File: src/rtl/tmr_pkg.sv
package tmr_pkg;
    typedef enum logic [1:0] {
        MODE_HALT = 2'b00,
        MODE_INT  = 2'b01,
        MODE_EDGE = 2'b10,
        MODE_GATE = 2'b11
    } tmr_mode_e;

    localparam logic [1:0] ADDR_CNT  = 2'd0;
    localparam logic [1:0] ADDR_CTRL = 2'd1;
    localparam logic [1:0] ADDR_STAT = 2'd2;
    localparam logic [1:0] ADDR_PRE  = 2'd3;
endpackage

File: src/rtl/tmr_sync_edge.sv
module tmr_sync_edge #(
    parameter int STAGES = 2
) (
    input  logic clk,
    input  logic rst_n,
    input  logic din,
    output logic level,
    output logic rise
);
    localparam int SH_W = STAGES + 1;

    logic [SH_W-1:0] sh_d, sh_q;

    always_comb begin
        sh_d = {sh_q[SH_W-2:0], din};
    end

    always_ff @(posedge clk or negedge rst_n) begin
        if (!rst_n) sh_q <= '0;
        else        sh_q <= sh_d;
    end

    assign level = sh_q[STAGES-1];
    assign rise  = sh_q[STAGES-1] & ~sh_q[STAGES];
endmodule

File: src/rtl/tmr_tick_div.sv
module tmr_tick_div #(
    parameter int DIV_N = 12
) (
    input  logic clk,
    input  logic rst_n,
    input  logic clr,
    input  logic pulse,
    output logic tick
);
    localparam int DIV_W = $clog2(DIV_N);
    localparam logic [DIV_W-1:0] LAST = DIV_W'(DIV_N - 1);

    logic [DIV_W-1:0] div_d, div_q;

    always_comb begin
        div_d = div_q;
        if (clr) begin
            div_d = '0;
        end else if (pulse) begin
            div_d = (div_q == LAST) ? '0 : div_q + 1'b1;
        end
    end

    always_ff @(posedge clk or negedge rst_n) begin
        if (!rst_n) div_q <= '0;
        else        div_q <= div_d;
    end

    assign tick = pulse & (div_q == LAST) & ~clr;
endmodule

File: src/rtl/tmr_core.sv
module tmr_core #(
    parameter int CNT_W = 8,
    parameter int PRE_W = 7,
    parameter int PS_W  = 3
) (
    input  logic             clk,
    input  logic             rst_n,
    input  logic             load,
    input  logic [CNT_W-1:0] load_val,
    input  logic             evt,
    input  logic [PS_W-1:0]  ps,
    input  logic             irq_clr,
    output logic [CNT_W-1:0] cnt,
    output logic [PRE_W-1:0] pre,
    output logic             armed,
    output logic             irq
);
    typedef struct packed {
        logic [CNT_W-1:0] cnt;
        logic [PRE_W-1:0] pre;
        logic             armed;
        logic             irq;
    } core_st_t;

    core_st_t st_d, st_q;
    logic [PRE_W-1:0] lim;
    logic             term;

    always_comb begin
        lim  = ~({PRE_W{1'b1}} << ps);
        term = 1'b0;
        st_d = st_q;
        if (load) begin
            st_d.cnt   = load_val;
            st_d.pre   = '0;
            st_d.armed = 1'b1;
        end else if (evt && st_q.armed) begin
            if (st_q.pre >= lim) begin
                st_d.pre = '0;
                st_d.cnt = st_q.cnt - 1'b1;
                if (st_q.cnt == CNT_W'(1)) begin
                    st_d.armed = 1'b0;
                    term       = 1'b1;
                end
            end else begin
                st_d.pre = st_q.pre + 1'b1;
            end
        end
        if (irq_clr) st_d.irq = 1'b0;
        if (term)    st_d.irq = 1'b1;
    end

    always_ff @(posedge clk or negedge rst_n) begin
        if (!rst_n) st_q <= '0;
        else        st_q <= st_d;
    end

    assign cnt   = st_q.cnt;
    assign pre   = st_q.pre;
    assign armed = st_q.armed;
    assign irq   = st_q.irq;
endmodule

File: src/rtl/dual_tick_timer.sv
module dual_tick_timer
    import tmr_pkg::*;
#(
    parameter int CNT_W     = 8,
    parameter int PRE_W     = 7,
    parameter int DIV_N     = 12,
    parameter int SYNC_STG  = 2
) (
    input  logic             clk,
    input  logic             rst_n,
    input  logic             main_pulse,
    input  logic             sby_pulse,
    input  logic             stop_mode,
    input  logic             ext_pin,
    input  logic             osc_gate,
    input  logic             wr_en,
    input  logic [1:0]       wr_addr,
    input  logic [CNT_W-1:0] wr_data,
    input  logic [1:0]       rd_addr,
    output logic [CNT_W-1:0] rd_data,
    output logic             irq,
    output logic             wake_req
);
    localparam int PS_W   = $clog2(PRE_W + 1);
    localparam int SRC_B  = 2 + PS_W;
    localparam int CTRL_W = SRC_B + 1;

    typedef struct packed {
        logic             src;
        logic [PS_W-1:0]  ps;
        tmr_mode_e        mode;
    } ctrl_t;

    ctrl_t ctrl_d, ctrl_q;

    logic             load, irq_clr;
    logic             osc_pulse, tick;
    logic             in_sel, in_level, in_rise;
    logic             evt;
    logic [CNT_W-1:0] cnt_w;
    logic [PRE_W-1:0] pre_w;
    logic             armed_w;
    logic             irq_w;
    tmr_mode_e        mode_w;

    // register writes
    always_comb begin
        load    = wr_en && (wr_addr == ADDR_CNT);
        irq_clr = wr_en && (wr_addr == ADDR_STAT) && wr_data[0];
        ctrl_d  = ctrl_q;
        if (wr_en && (wr_addr == ADDR_CTRL)) begin
            ctrl_d.mode = tmr_mode_e'(wr_data[1:0]);
            ctrl_d.ps   = wr_data[2 +: PS_W];
            ctrl_d.src  = wr_data[SRC_B];
        end
    end

    always_ff @(posedge clk or negedge rst_n) begin
        if (!rst_n) ctrl_q <= '{src: 1'b0, ps: '0, mode: MODE_HALT};
        else        ctrl_q <= ctrl_d;
    end

    assign mode_w    = ctrl_q.mode;
    assign osc_pulse = stop_mode ? sby_pulse : main_pulse;
    assign in_sel    = ctrl_q.src ? osc_gate : ext_pin;

    tmr_tick_div #(.DIV_N(DIV_N)) u_div (
        .clk   (clk),
        .rst_n (rst_n),
        .clr   (load),
        .pulse (osc_pulse),
        .tick  (tick)
    );

    tmr_sync_edge #(.STAGES(SYNC_STG)) u_sync (
        .clk   (clk),
        .rst_n (rst_n),
        .din   (in_sel),
        .level (in_level),
        .rise  (in_rise)
    );

    always_comb begin
        unique case (ctrl_q.mode)
            MODE_INT:  evt = tick;
            MODE_EDGE: evt = in_rise;
            MODE_GATE: evt = tick & in_level;
            default:   evt = 1'b0;
        endcase
    end

    tmr_core #(.CNT_W(CNT_W), .PRE_W(PRE_W), .PS_W(PS_W)) u_core (
        .clk      (clk),
        .rst_n    (rst_n),
        .load     (load),
        .load_val (wr_data),
        .evt      (evt),
        .ps       (ctrl_q.ps),
        .irq_clr  (irq_clr),
        .cnt      (cnt_w),
        .pre      (pre_w),
        .armed    (armed_w),
        .irq      (irq_w)
    );

    always_comb begin
        unique case (rd_addr)
            ADDR_CNT:  rd_data = cnt_w;
            ADDR_CTRL: rd_data = CNT_W'(CTRL_W'(ctrl_q));
            ADDR_STAT: rd_data = CNT_W'(irq_w);
            default:   rd_data = CNT_W'(pre_w);
        endcase
    end

    assign irq      = irq_w;
    assign wake_req = irq_w & stop_mode;
endmodule

File: config.mk
export PLATFORM = sky130hd
export DESIGN_NAME = dual_tick_timer
export DESIGN_NICKNAME = d
export VERILOG_FILES = /design/src/rtl/tmr_pkg.sv /design/src/rtl/tmr_sync_edge.sv /design/src/rtl/tmr_tick_div.sv /design/src/rtl/tmr_core.sv /design/src/rtl/dual_tick_timer.sv
export SDC_FILE = /design/constraint.sdc
export NUM_CORES = 1
export LEC_CHECK = 0
export CAP_MARGIN = 40
export CORE_ASPECT_RATIO = 0.7
export CORE_MARGIN = 1.5
export CORE_UTILIZATION = 54
export DETAILED_ROUTE_END_ITERATION = 8
export DONT_BUFFER_PORTS = 1
export PLACE_DENSITY = 0.69
export SKIP_CTS_REPAIR_TIMING = 1
export SYNTH_ARGS = -nofsm -noshare
export SYNTH_HDL_FRONTEND = slang
export SYNTH_SLANG_ARGS = --single-unit
File: constraint.sdc
create_clock -name clk -period 5.3 [get_ports clk]
set_clock_uncertainty 0.1 [all_clocks]
set_input_delay 0.265 -clock clk [delete_from_list [all_inputs] [get_ports clk]]
set_output_delay 0.265 -clock clk [all_outputs]
set_load 0.02 [all_outputs]
**Yosys cells after proc, flatten, opt, wreduce, memory -nomap -nowiden**

Index checks and enable logic that the tools add are counted.

- Add/subtract/negate cells: 3
- Order comparisons: 1
- Equality and inequality tests: 9
- Shift-type cells: 1
- Mux-type cells: 19
- Bitwise gates (word level): 8
- Reductions and logical operators: 14

Operator list:

| cell | number |
|---|---|
| two-way mux 16 bit | 2 |
| case mux 8 bit (3 select lines) | 1 |
| two-way mux 4 bit | 3 |
| two-way mux 1 bit | 10 |
| nonzero test 2 bit | 5 |
| equality test 2 bit (second input constant) | 4 |
| equality test 8 x 1 -> 1 bit (second input constant) | 1 |
| two-way mux 8 bit | 1 |
| subtractor 8 x 1 -> 8 bit (second input constant) | 1 |
| adder 7 x 1 -> 7 bit (second input constant) | 1 |
| >= comparator 7 bit | 1 |
| two-way mux 7 bit | 1 |
| inverter 7 bit | 1 |
| left shift 7 x 3 -> 7 bit (first input constant) | 1 |
| equality test 2 x 1 -> 1 bit (second input constant) | 3 |
| bitwise AND 1 bit | 5 |
| logical AND 1 bit | 5 |
| adder 4 x 1 -> 4 bit (second input constant) | 1 |
| equality test 4 bit (second input constant) | 1 |
| logical NOT 2 bit | 2 |
| case mux 1 bit (3 select lines) | 1 |
| AND reduction 3 bit | 1 |
| inverter 1 bit | 2 |
| AND reduction 2 bit | 1 |

- Bits in registers: 30
- Bits of input ports: 20
- Output and inout port bits: 10
- Logic and storage cells: 64

**Logic depth before layout (Yosys ltp)**

Gate-level depths: netlist of the first run.

- Depth after elaboration: 10
- Mapped depth: 8
- Gate-level depth less buffers: 7

**Hierarchy**

A second synthesis of the first run with hierarchy kept.

- Cell total of the unflattened synthesis: 195
- Area, all modules: 1894.3 µm²

By module, submodules not included:

| module | instances | cells an instance | area an instance (µm²) | sequential area each (µm²) |
|---|---|---|---|---|
| tmr_core | 1 | 131 | 1119.8 | 425.4 |
| dual_tick_timer | 1 | 38 | 460.4 | 150.1 |
| tmr_tick_div | 1 | 22 | 225.2 | 100.1 |
| tmr_sync_edge | 1 | 4 | 88.8 | 75.1 |

**Worst setup path after synthesis of the first run**

OpenSTA, ideal clock, no wires.

- Path type: flip-flop to flip-flop
- From: register ctrl_q[3] (netlist bit)
- To: register u_core.st_q (netlist bit u_core.cnt[4])
- Library setup time: 0.126 ns
- Arrival time: 2.400 ns
- Data required time: 5.074 ns
- Setup slack: 2.673 ns
- Cell stages (with the launch flop): 8
- Path buffers: 0
- Period minus slack after synthesis: 2.627 ns
- Cell sequence: dfrtp_1 or3_1 ha_1 nand2b_1 a211oi_1 o311a_1 or4_1 a311o_1

- Word-level cells in the longest chain between the ends: 5

Ends and longest elaborated chain:

| item | RTL line | RTL |
|---|---|---|
| start: declaration | dual_tick_timer.sv:34 | `ctrl_t ctrl_d, ctrl_q;` |
| start signal: assignment | dual_tick_timer.sv:59 | `if (!rst_n) ctrl_q <= '{src: 1'b0, ps: '0, mode: MODE_HALT};` |
| start signal: assignment | dual_tick_timer.sv:60 | `else ctrl_q <= ctrl_d;` |
| left shift 7 x 3 -> 7 bit | tmr_core.sv:30 | `lim = ~({PRE_W{1'b1}} << ps);` |
| inverter 7 bit | tmr_core.sv:30 |  |
| >= comparator 7 bit | tmr_core.sv:38 | `if (st_q.pre >= lim) begin` |
| nonzero test 2 bit (no line) | - |  |
| AND reduction 2 bit (no line) | - |  |
| end signal: assignment | tmr_core.sv:55 | `else st_q <= st_d;` |
| end: declaration | tmr_core.sv:25 | `core_st_t st_d, st_q;` |

Every way passes these cells.
A chain may end at the register's enable or synchronous reset.

**Worst setup path after layout of the first run**

- From: register ctrl_q[3] (netlist bit)
- To: register u_core.st_q (netlist bit u_core.pre[0])

- Word-level cells in the longest chain between the ends: 6

Ends and longest elaborated chain:

| item | RTL line | RTL |
|---|---|---|
| left shift 7 x 3 -> 7 bit | tmr_core.sv:30 |  |
| inverter 7 bit | tmr_core.sv:30 |  |
| >= comparator 7 bit | tmr_core.sv:38 |  |
| two-way mux 7 bit | tmr_core.sv:38 |  |
| two-way mux 16 bit | tmr_core.sv:37 | `end else if (evt && st_q.armed) begin` |
| two-way mux 16 bit | tmr_core.sv:33 | `if (load) begin` |

Every way passes these cells. The select of a mux whose other input is x is not followed.

==> metrics.cfg, run 1 <==
[pwr]
ir_drop_mv = 0.213
p_leak_nw = 0.882
comb_power_share_pct = 34.0
switching_share_pct = 37.7
p_int_mw = 0.507
p_per_area_mw_per_mm2 = 399
p_total_mw = 0.814
clkPwrFrac_pct = 23.6
pwr-share-seq_pct = 42.4
p_sw_mw = 0.307

[sta]
maxSlewHeadroom_pct = 58.4
setup_tns_ps = 0
finalCritPeriodShare_pct = 55.4
hold_violations = 0
grt_setup_unrepaired = false
period_minus_slack_ps = 2940
setup_viol = 0
maxClockFrequency_mhz = 340
slew_viol_final = 0
worst_slew_pin_slew_ps = 619
timing.hold.ws_ps = 27.3

[final_layout]
nFillCells = 273
final_common_cell = dfrtp_1
syn_to_final_growth_pct = 8.80
layout.area.seq_sq_um = 751
drive_gt1_share_pct = 14.2
fin_util_pct = 63.2
layout_common_cells = dfrtp_1, nor2_1, mux2_2, ha_1
antenna_cells = 0
fin_area_sq_mm = 0.00204
layout.nets = 227
multi_input_area_sq_mm = 0.00107

[logic_synthesis]
yosys.area.top_type_share_pct = 40.0
ys_types = 45
synth_flop_cell = dfrtp_1
synth-edff-count = 0
yosys_register_bits = 30
synth_nets = 224
netlist_instances = 193
ys_async_sr_fraction_pct = 100
syn_area_sq_mm = 0.00188
ys_warn_count = 0
avgSynthCellArea_sq_um = 9.72
yosysSeqAreaShare_pct = 40.0
synth_area_leaders = dfrtp_1, ha_1, mux2_2
yosysTopAreaCell = dfrtp_1

[critical_path]
cp_max_fo = 12
cp.required_ps = 5420
crit_family = simple AND/OR/NAND/NOR gates
path_class = flip-flop to flip-flop
slowest_stage = nor3_1
crit_chain = or3_1 -> ha_1 -> nand2b_1 -> a211oi_1 -> o311ai_1 -> buf_4 -> nor3_1 -> mux2_2
crit_buf_inv = 1
worstPathArrival_ps = 3060
r2r_slack_ps = 2360
critical_path.max_stage_delay_ps = 530
crit_path_start_kind = flip-flop
critPathCaptureType = flip-flop

[global_route]
grt_pass1_vias = 1493
grt_max_degree = 31
grt_pass1_wl_microns = 7450
grt_antenna_before_repair = 0
grt_remaining_overflow = 0
track_usage_pct = 26.9

[placed_design]
io_buffers = 0
gp_congestion = 0.890
placed_area_sq_mm = 0.00192
dp_hpwl_microns = 3390

[detailed_routing]
routed_wirelength_microns = 4620
vias = 1596
firstDrtPassIters = 4
drtIter0Drc = 145
drc = 0
via_per_inst = 6.54
drtAntennaViolNets = 0
wl_per_cell_microns = 18.9

[run_status]
outcome = finished clean

[floorplanning]
io_pins = 30
rows = 17
dieArea_sq_mm = 0.00384
die_x_microns = 73.5
coreArea_sq_mm = 0.00323
die_h_microns = 52.3
initial_core_util_pct = 58.0

[hold_path]
hp-class = primary input to flip-flop

[flow_run]
max_cap_viol_count = 0

[clock_tree]
cts_buffers = 5
cts_tree = yes
cts_root_buf = clkbuf_8
clk_pin_slew_ps = 70
cts_buffer_depth = 2
clock-sinks = 30
clock_latency_ps = 290
htree_levels = 2

==> per-layer routing <==
metal  GRT usage, %  routed length (microns)  vias to the layer above
met5              0                        0                        -
met4           10.2                       68                        0
met3           6.92                      387                        9
met2           39.3                     2040                       61
met1           38.0                     2130                      791
li1               -                        -                      735
==> synth_stat cells (all sizes together) (4+ instances only) <==
cell type and number:
dfrtp 30, nor2 15, or4 4, nor2b 4
nor3 5, ha 11, o21ai 11, mux2 11
clkbuf 7, a22o 10, nand3 9, o31ai 5
inv 8, and2 5, a31oi 6, nand2 11
a21oi 5
==> flip-flops by register name, summed over array words and instances, names as in the netlist <==
register      count
ctrl_q            4
mode_w            2
u_core.armed      1
u_core.cnt        8
u_core.irq        1
u_core.pre        7
u_div.div_q       4
u_sync.sh_q       3
==> metrics by stage <==
| stage | cells | worst slack [ps] |
|---|---|---|
| 5_1_grt | 244 | 2260 |
| 4_1_cts | 242 | 2390 |
| 3_3_place_gp | 234 | 2570 |
| 6_report | 244 | 2360 |
| 3_5_place_dp | 234 | 2430 |
| 2_1_floorplan | 193 | 2670 |
==> worst paths after layout <==
path                                          start                         to  depth (start not counted)
min in group asynchronous                     rst_n  u_core.cnt[3]$_DFFE_PN0P_                          2
max reg2reg                   ctrl_q[3]$_DFFE_PN0P_  u_core.pre[0]$_DFFE_PN0P_                          8
min reg2reg                u_sync.sh_q[0]$_DFF_PN0_   u_sync.sh_q[1]$_DFF_PN0_                          0
min                                      wr_data[5]      ctrl_q[5]$_DFFE_PN0P_                          1
max in group asynchronous                     rst_n      ctrl_q[5]$_DFFE_PN0P_                          2
max                           ctrl_q[3]$_DFFE_PN0P_  u_core.pre[0]$_DFFE_PN0P_                          8
==> power groups by stage <==
stage               Clock (mW)  Combinational [mW]  Sequential, mW
floorplan                    0               0.216           0.327
global placement             0               0.255           0.343
detailed placement           0               0.265           0.347
CTS                      0.196               0.268           0.343
global route             0.205               0.309           0.354
finish                   0.192               0.277           0.345
==> area by class of cell <==
| cell class | count | share of cell area, % |
|---|---|---|
| Inverter | 8 | 1.47 |
| Clock buffer | 7 | 4.23 |
| Sequential cell | 30 | 36.8 |
| Tap cell | 47 | 2.88 |
| Multi-Input combinational cell | 147 | 52.2 |
| Timing Repair Buffer | 4 | 2.21 |
| Clock inverter | 1 | 0.245 |
==> cells by family after synthesis <==
logic type | count (synthesis) | share of synthesized area [%]
AO/OA/AOI/OAI | 55 | 21.6
multiplexers | 14 | 9.07
adder cells (fa/ha/maj) | 11 | 7.33
flip-flops | 30 | 40.0
AND/OR/NAND/NOR | 65 | 17.9
buffers and inverters | 16 | 3.20
XOR/XNOR | 2 | 0.934
No activity file was read; power rests on OpenSTA's default activity.
==> run 2: changes to the inputs <==
Clock period 5.3 ns to 2.73 ns, I/O delays scaled along.
==> metrics.cfg, run 2 (synthesized netlist as in run 1, its figures left out) <==
[run_status]
outcome = finished, violations left
violations = negative hold slack

[floorplanning]
rows = 17  ; unchanged
initial_core_util_pct = 58.0  ; unchanged
coreArea_sq_mm = 0.00323  ; unchanged
die_x_microns = 73.5  ; unchanged
dieArea_sq_mm = 0.00384  ; unchanged
io_pins = 30  ; unchanged
die_h_microns = 52.3  ; unchanged

[pwr]
p_per_area_mw_per_mm2 = 780  ; +96%
clkPwrFrac_pct = 26.1  ; +2.5 points
ir_drop_mv = 0.413  ; +94%
p_total_mw = 1.73  ; +110%
p_sw_mw = 0.635  ; +110%
p_leak_nw = 0.964  ; +9.3%
pwr-share-seq_pct = 38.5  ; -3.9 points
p_int_mw = 1.09  ; +120%
switching_share_pct = 36.8  ; -0.97 points
comb_power_share_pct = 35.4  ; +1.4 points

[detailed_routing]
via_per_inst = 6.42  ; -1.8%
wl_per_cell_microns = 18.8  ; -0.57%
routed_wirelength_microns = 4880  ; +5.5%
firstDrtPassIters = 4  ; unchanged
drtAntennaViolNets = 0  ; unchanged
drc = 0  ; unchanged
drtIter0Drc = 165  ; +14%
vias = 1664  ; +4.3%

[sta]
hold_violations = 2  ; +2
setup_tns_ps = 0  ; unchanged
slew_viol_final = 0  ; unchanged
maxSlewHeadroom_pct = 66.1  ; +7.7 points
period_minus_slack_ps = 2630  ; -306 ps
finalCritPeriodShare_pct = 96.4  ; +41 points
maxClockFrequency_mhz = 380  ; +12%
setup_viol = 0  ; unchanged
grt_setup_unrepaired = false
worst_slew_pin_slew_ps = 506  ; -113 ps
timing.hold.ws_ps = -21.8  ; -49.1 ps

[final_layout]
antenna_cells = 0  ; unchanged
nFillCells = 263  ; -3.7%
syn_to_final_growth_pct = 18.0
drive_gt1_share_pct = 17.5  ; +3.2 points
layout_common_cells = dfrtp_1, nor2_1, mux2_2, ha_1, dlygate4sd3_1
largest_reg_flops = 8  ; unchanged
final_common_cell = dfrtp_1
layout.nets = 242  ; +6.6%

[critical_path]
slowest_stage = or4_1
crit_path_start_kind = flip-flop
worstPathArrival_ps = 2710  ; -350 ps
crit_family = simple AND/OR/NAND/NOR gates
crit_chain = or3_1 -> ha_1 -> nand2b_1 -> a211oi_2 -> o311a_1 -> or4_1 -> a311o_1
path_class = flip-flop to flip-flop
critPathCaptureType = flip-flop
cp.required_ps = 2800  ; -2620 ps
cp_max_fo = 5  ; -7
critical_path.max_stage_delay_ps = 500  ; -30 ps
crit_buf_inv = 0  ; -1

[hold_path]
hp-class = primary input to flip-flop

[clock_tree]
cts_buffers = 5  ; unchanged
cts_root_buf = clkbuf_8
clk_pin_slew_ps = 70  ; about the same
cts_tree = yes
htree_levels = 2  ; unchanged
clock_latency_ps = 290  ; about the same
clock-sinks = 30  ; unchanged
cts_buffer_depth = 2  ; unchanged

[global_route]
grt_pass1_wl_microns = 7600  ; +2.0%
grt_remaining_overflow = 0  ; unchanged
grt_pass1_vias = 1487  ; -0.40%
track_usage_pct = 27.3  ; +0.50 points
grt_antenna_before_repair = 0  ; unchanged
grt_max_degree = 31  ; unchanged

[placed_design]
io_buffers = 0  ; unchanged
gp_congestion = 0.837  ; -6.0%
dp_hpwl_microns = 3410  ; +0.50%

[flow_run]
max_cap_viol_count = 0  ; unchanged

[run 2: worst paths after layout]
path | startpoint | to | slack, ps | depth (start not counted)
max | ctrl_q[2]$_DFFE_PN0P_ | u_core.cnt[4]$_DFFE_PN0P_ | 100 | 7
min | wr_data[7] | u_core.cnt[7]$_DFFE_PN0P_ | -20 | 2
max reg2reg | ctrl_q[2]$_DFFE_PN0P_ | u_core.cnt[4]$_DFFE_PN0P_ | 100 | 7
min reg2reg | u_sync.sh_q[0]$_DFF_PN0_ | u_sync.sh_q[1]$_DFF_PN0_ | 270 | 0
max in group asynchronous | rst_n | mode_w[1]$_DFFE_PN0P_ | 2170 | 2
min in group asynchronous | rst_n | u_core.cnt[6]$_DFFE_PN0P_ | 180 | 2
[run 2: final cells by class]
type,instances,area (sq um),area share [%]
multi-input combinational,147,1080,48.9
clock buffer,5,68.8,3.11
sequential,30,751,33.9
clock inverter,3,40.0,1.81
timing repair buffer,19,183,8.25
inverter,8,30.0,1.36
tap,47,58.8,2.66
[run 2: through the flow]
step | area, sq um | std cells | util (%) | setup WS, ps
CTS | 2060 | 246 | 63.7 | 46.9
detailed placement | 1950 | 238 | 60.3 | 95.0
finish | 2210 | 259 | 68.5 | 97.1
global route | 2210 | 259 | 68.5 | 14.8
global placement | 1950 | 238 | 60.3 | 147
floorplan | 1880 | 193 | - | 103
[run 2: metal layers]
metal	up-vias	routed length (microns)	global-route usage, %
met2	68	2240	39.2
met5	-	0	0
met3	8	365	7.69
li1	766	-	-
met1	822	2210	39.4
met4	0	62	9.26
[run 2: power by group through the flow]
stage,Clock [mW],Combinational [mW],Sequential (mW)
floorplan,0,0.419,0.634
global placement,0,0.524,0.660
detailed placement,0,0.537,0.668
CTS,0.454,0.547,0.661
global route,0.478,0.680,0.677
finish,0.450,0.612,0.665
==> run 3: changes to the inputs <==
Settings changed: HOLD_SLACK_MARGIN set to 0.1.
==> metrics.cfg, run 3 (synthesized netlist as in run 1, its figures left out) <==
[pwr]
p_leak_nw = 0.972  ; +0.87%
p_total_mw = 1.73  ; about the same
switching_share_pct = 36.7  ; -0.11 points
clkPwrFrac_pct = 26.0  ; about the same
p_per_area_mw_per_mm2 = 773  ; -0.89%
ir_drop_mv = 0.413  ; about the same
pwr-share-seq_pct = 38.4  ; about the same
p_int_mw = 1.09  ; +0.17%
comb_power_share_pct = 35.6  ; +0.2 points
p_sw_mw = 0.633  ; -0.29%

[sta]
period_minus_slack_ps = 2630  ; -7.04 ps
maxSlewHeadroom_pct = 65.0  ; -1.1 points
setup_viol = 0  ; unchanged
hold_violations = 0  ; -2
slew_viol_final = 0  ; unchanged
maxClockFrequency_mhz = 381  ; +0.27%
finalCritPeriodShare_pct = 96.2  ; -0.26 points
worst_slew_pin_slew_ps = 523  ; +16.8 ps
setup_tns_ps = 0  ; unchanged
timing.hold.ws_ps = 104  ; +126 ps
layout_setup_ws_ps = 104  ; +7.04 ps
grt_setup_unrepaired = false

[clock_tree]
htree_levels = 2  ; unchanged
cts_root_buf = clkbuf_8
clk_pin_slew_ps = 70  ; about the same
cts_tree = yes
cts_buffer_depth = 2  ; unchanged
clock_latency_ps = 290  ; about the same
clock-sinks = 30  ; unchanged
cts_buffers = 5  ; unchanged

[final_layout]
layout_common_cells = dfrtp_1, nor2_1, dlygate4sd3_1
largest_reg_flops = 8  ; unchanged
nFillCells = 261  ; -0.76%
final_common_cell = dfrtp_1
antenna_cells = 0  ; unchanged
layout.nets = 244  ; +0.83%
fin_util_pct = 69.1  ; +0.62 points
drive_gt1_share_pct = 17.3  ; -0.16 points
syn_to_final_growth_pct = 19.1

[critical_path]
cp.required_ps = 2800  ; about the same
critPathCaptureType = flip-flop
r2r_end = u_core.cnt[4]$_DFFE_PN0P_
path_class = flip-flop to flip-flop
reg2reg_depth = 7  ; unchanged
r2r-start = ctrl_q[2]$_DFFE_PN0P_
worstPathArrival_ps = 2700  ; about the same
crit_path_start_kind = flip-flop
cp_max_fo = 5  ; unchanged
r2r_slack_ps = 100  ; about the same

[floorplanning]
die_h_microns = 52.3  ; unchanged
rows = 17  ; unchanged
coreArea_sq_mm = 0.00323  ; unchanged
die_x_microns = 73.5  ; unchanged
io_pins = 30  ; unchanged
dieArea_sq_mm = 0.00384  ; unchanged
initial_core_util_pct = 58.0  ; unchanged

[placed_design]
gp_congestion = 0.837  ; unchanged
dp_hpwl_microns = 3410  ; unchanged
post-place-ws_ps = 95.0  ; unchanged
io_buffers = 0  ; unchanged

[global_route]
grt_antenna_before_repair = 0  ; unchanged
grt_remaining_overflow = 0  ; unchanged
grt-busiest-layer = met1
use_met2_pct = 39.2  ; unchanged
grt.met3_usage_pct = 7.69  ; unchanged
grt_max_degree = 31  ; unchanged
met1_usage_pct = 39.4  ; unchanged
track_usage_pct = 27.3  ; unchanged
grt_pass1_wl_microns = 7600  ; unchanged
grt_pass1_vias = 1487  ; unchanged

[hold_path]
holdCritStartpoint = wr_addr[0]
hold_path_end = u_core.irq$_DFFE_PN0P_
hp-class = primary input to flip-flop
min_path_cells = 3  ; +1

[flow_run]
max_cap_viol_count = 0  ; unchanged

[detailed_routing]
wl_per_cell_microns = 18.5  ; -1.6%
vias = 1683  ; +1.1%
drtAntennaViolNets = 0  ; unchanged
via_per_inst = 6.45  ; +0.37%
firstDrtPassIters = 4  ; unchanged
drtIter0Drc = 203  ; +23%
drc = 0  ; unchanged
routed_wirelength_microns = 4830  ; -0.86%

[run_status]
outcome = finished clean

-- run 3: area by class of cell --
class,instances,area [sq um],area share (%)
Sequential cell,30,751,33.6
Tap cell,47,58.8,2.63
Clock inverter,3,40.0,1.79
Clock buffer,5,68.8,3.08
Inverter,8,30.0,1.34
Multi-Input combinational cell,147,1080,48.5
Timing Repair Buffer,21,203,9.07
-- run 3: worst max path at each step --
stage / start / end
finish: ctrl_q[2]$_DFFE_PN0P_ / u_core.cnt[4]$_DFFE_PN0P_
global route: ctrl_q[2]$_DFFE_PN0P_ / u_core.cnt[4]$_DFFE_PN0P_
CTS: ctrl_q[2]$_DFFE_PN0P_ / u_core.pre[0]$_DFFE_PN0P_
detailed placement: ctrl_q[2]$_DFFE_PN0P_ / u_core.pre[0]$_DFFE_PN0P_
global placement: ctrl_q[2]$_DFFE_PN0P_ / u_core.pre[0]$_DFFE_PN0P_
floorplan: ctrl_q[3]$_DFFE_PN0P_ / u_core.cnt[4]$_DFFE_PN0P_
-- run 3: power groups by stage --
| stage | Clock (mW) | Sequential, mW | Combinational [mW] |
|---|---|---|---|
| finish | 0.449 | 0.664 | 0.615 |
| global route | 0.478 | 0.677 | 0.683 |
| CTS | 0.454 | 0.661 | 0.547 |
| detailed placement | 0 | 0.668 | 0.537 |
| global placement | 0 | 0.660 | 0.524 |
| floorplan | 0 | 0.634 | 0.419 |
-- run 3: metal layers --
metal / part of all wire (%) / vias to the layer above
li1: - / 771
met1: 44 / 839
met2: 47 / 64
met3: 8.1 / 9
met4: 1.3 / 0
met5: 0 / -
-- run 3: through the flow --
step                instance area [sq um]  cells
finish                               2230    261
global placement                     1950    238
global route                         2230    261
CTS                                  2060    246
detailed placement                   1950    238
floorplan                            1880    193
-- run 3: worst max-delay path: stages, from the launching register on --
cell,delay (ps)
dfrtp_1,410
or3_1,360
ha_1,280
nand2b_1,120
a211oi_2,90
o311a_1,300
or4_1,500
a311o_1,350
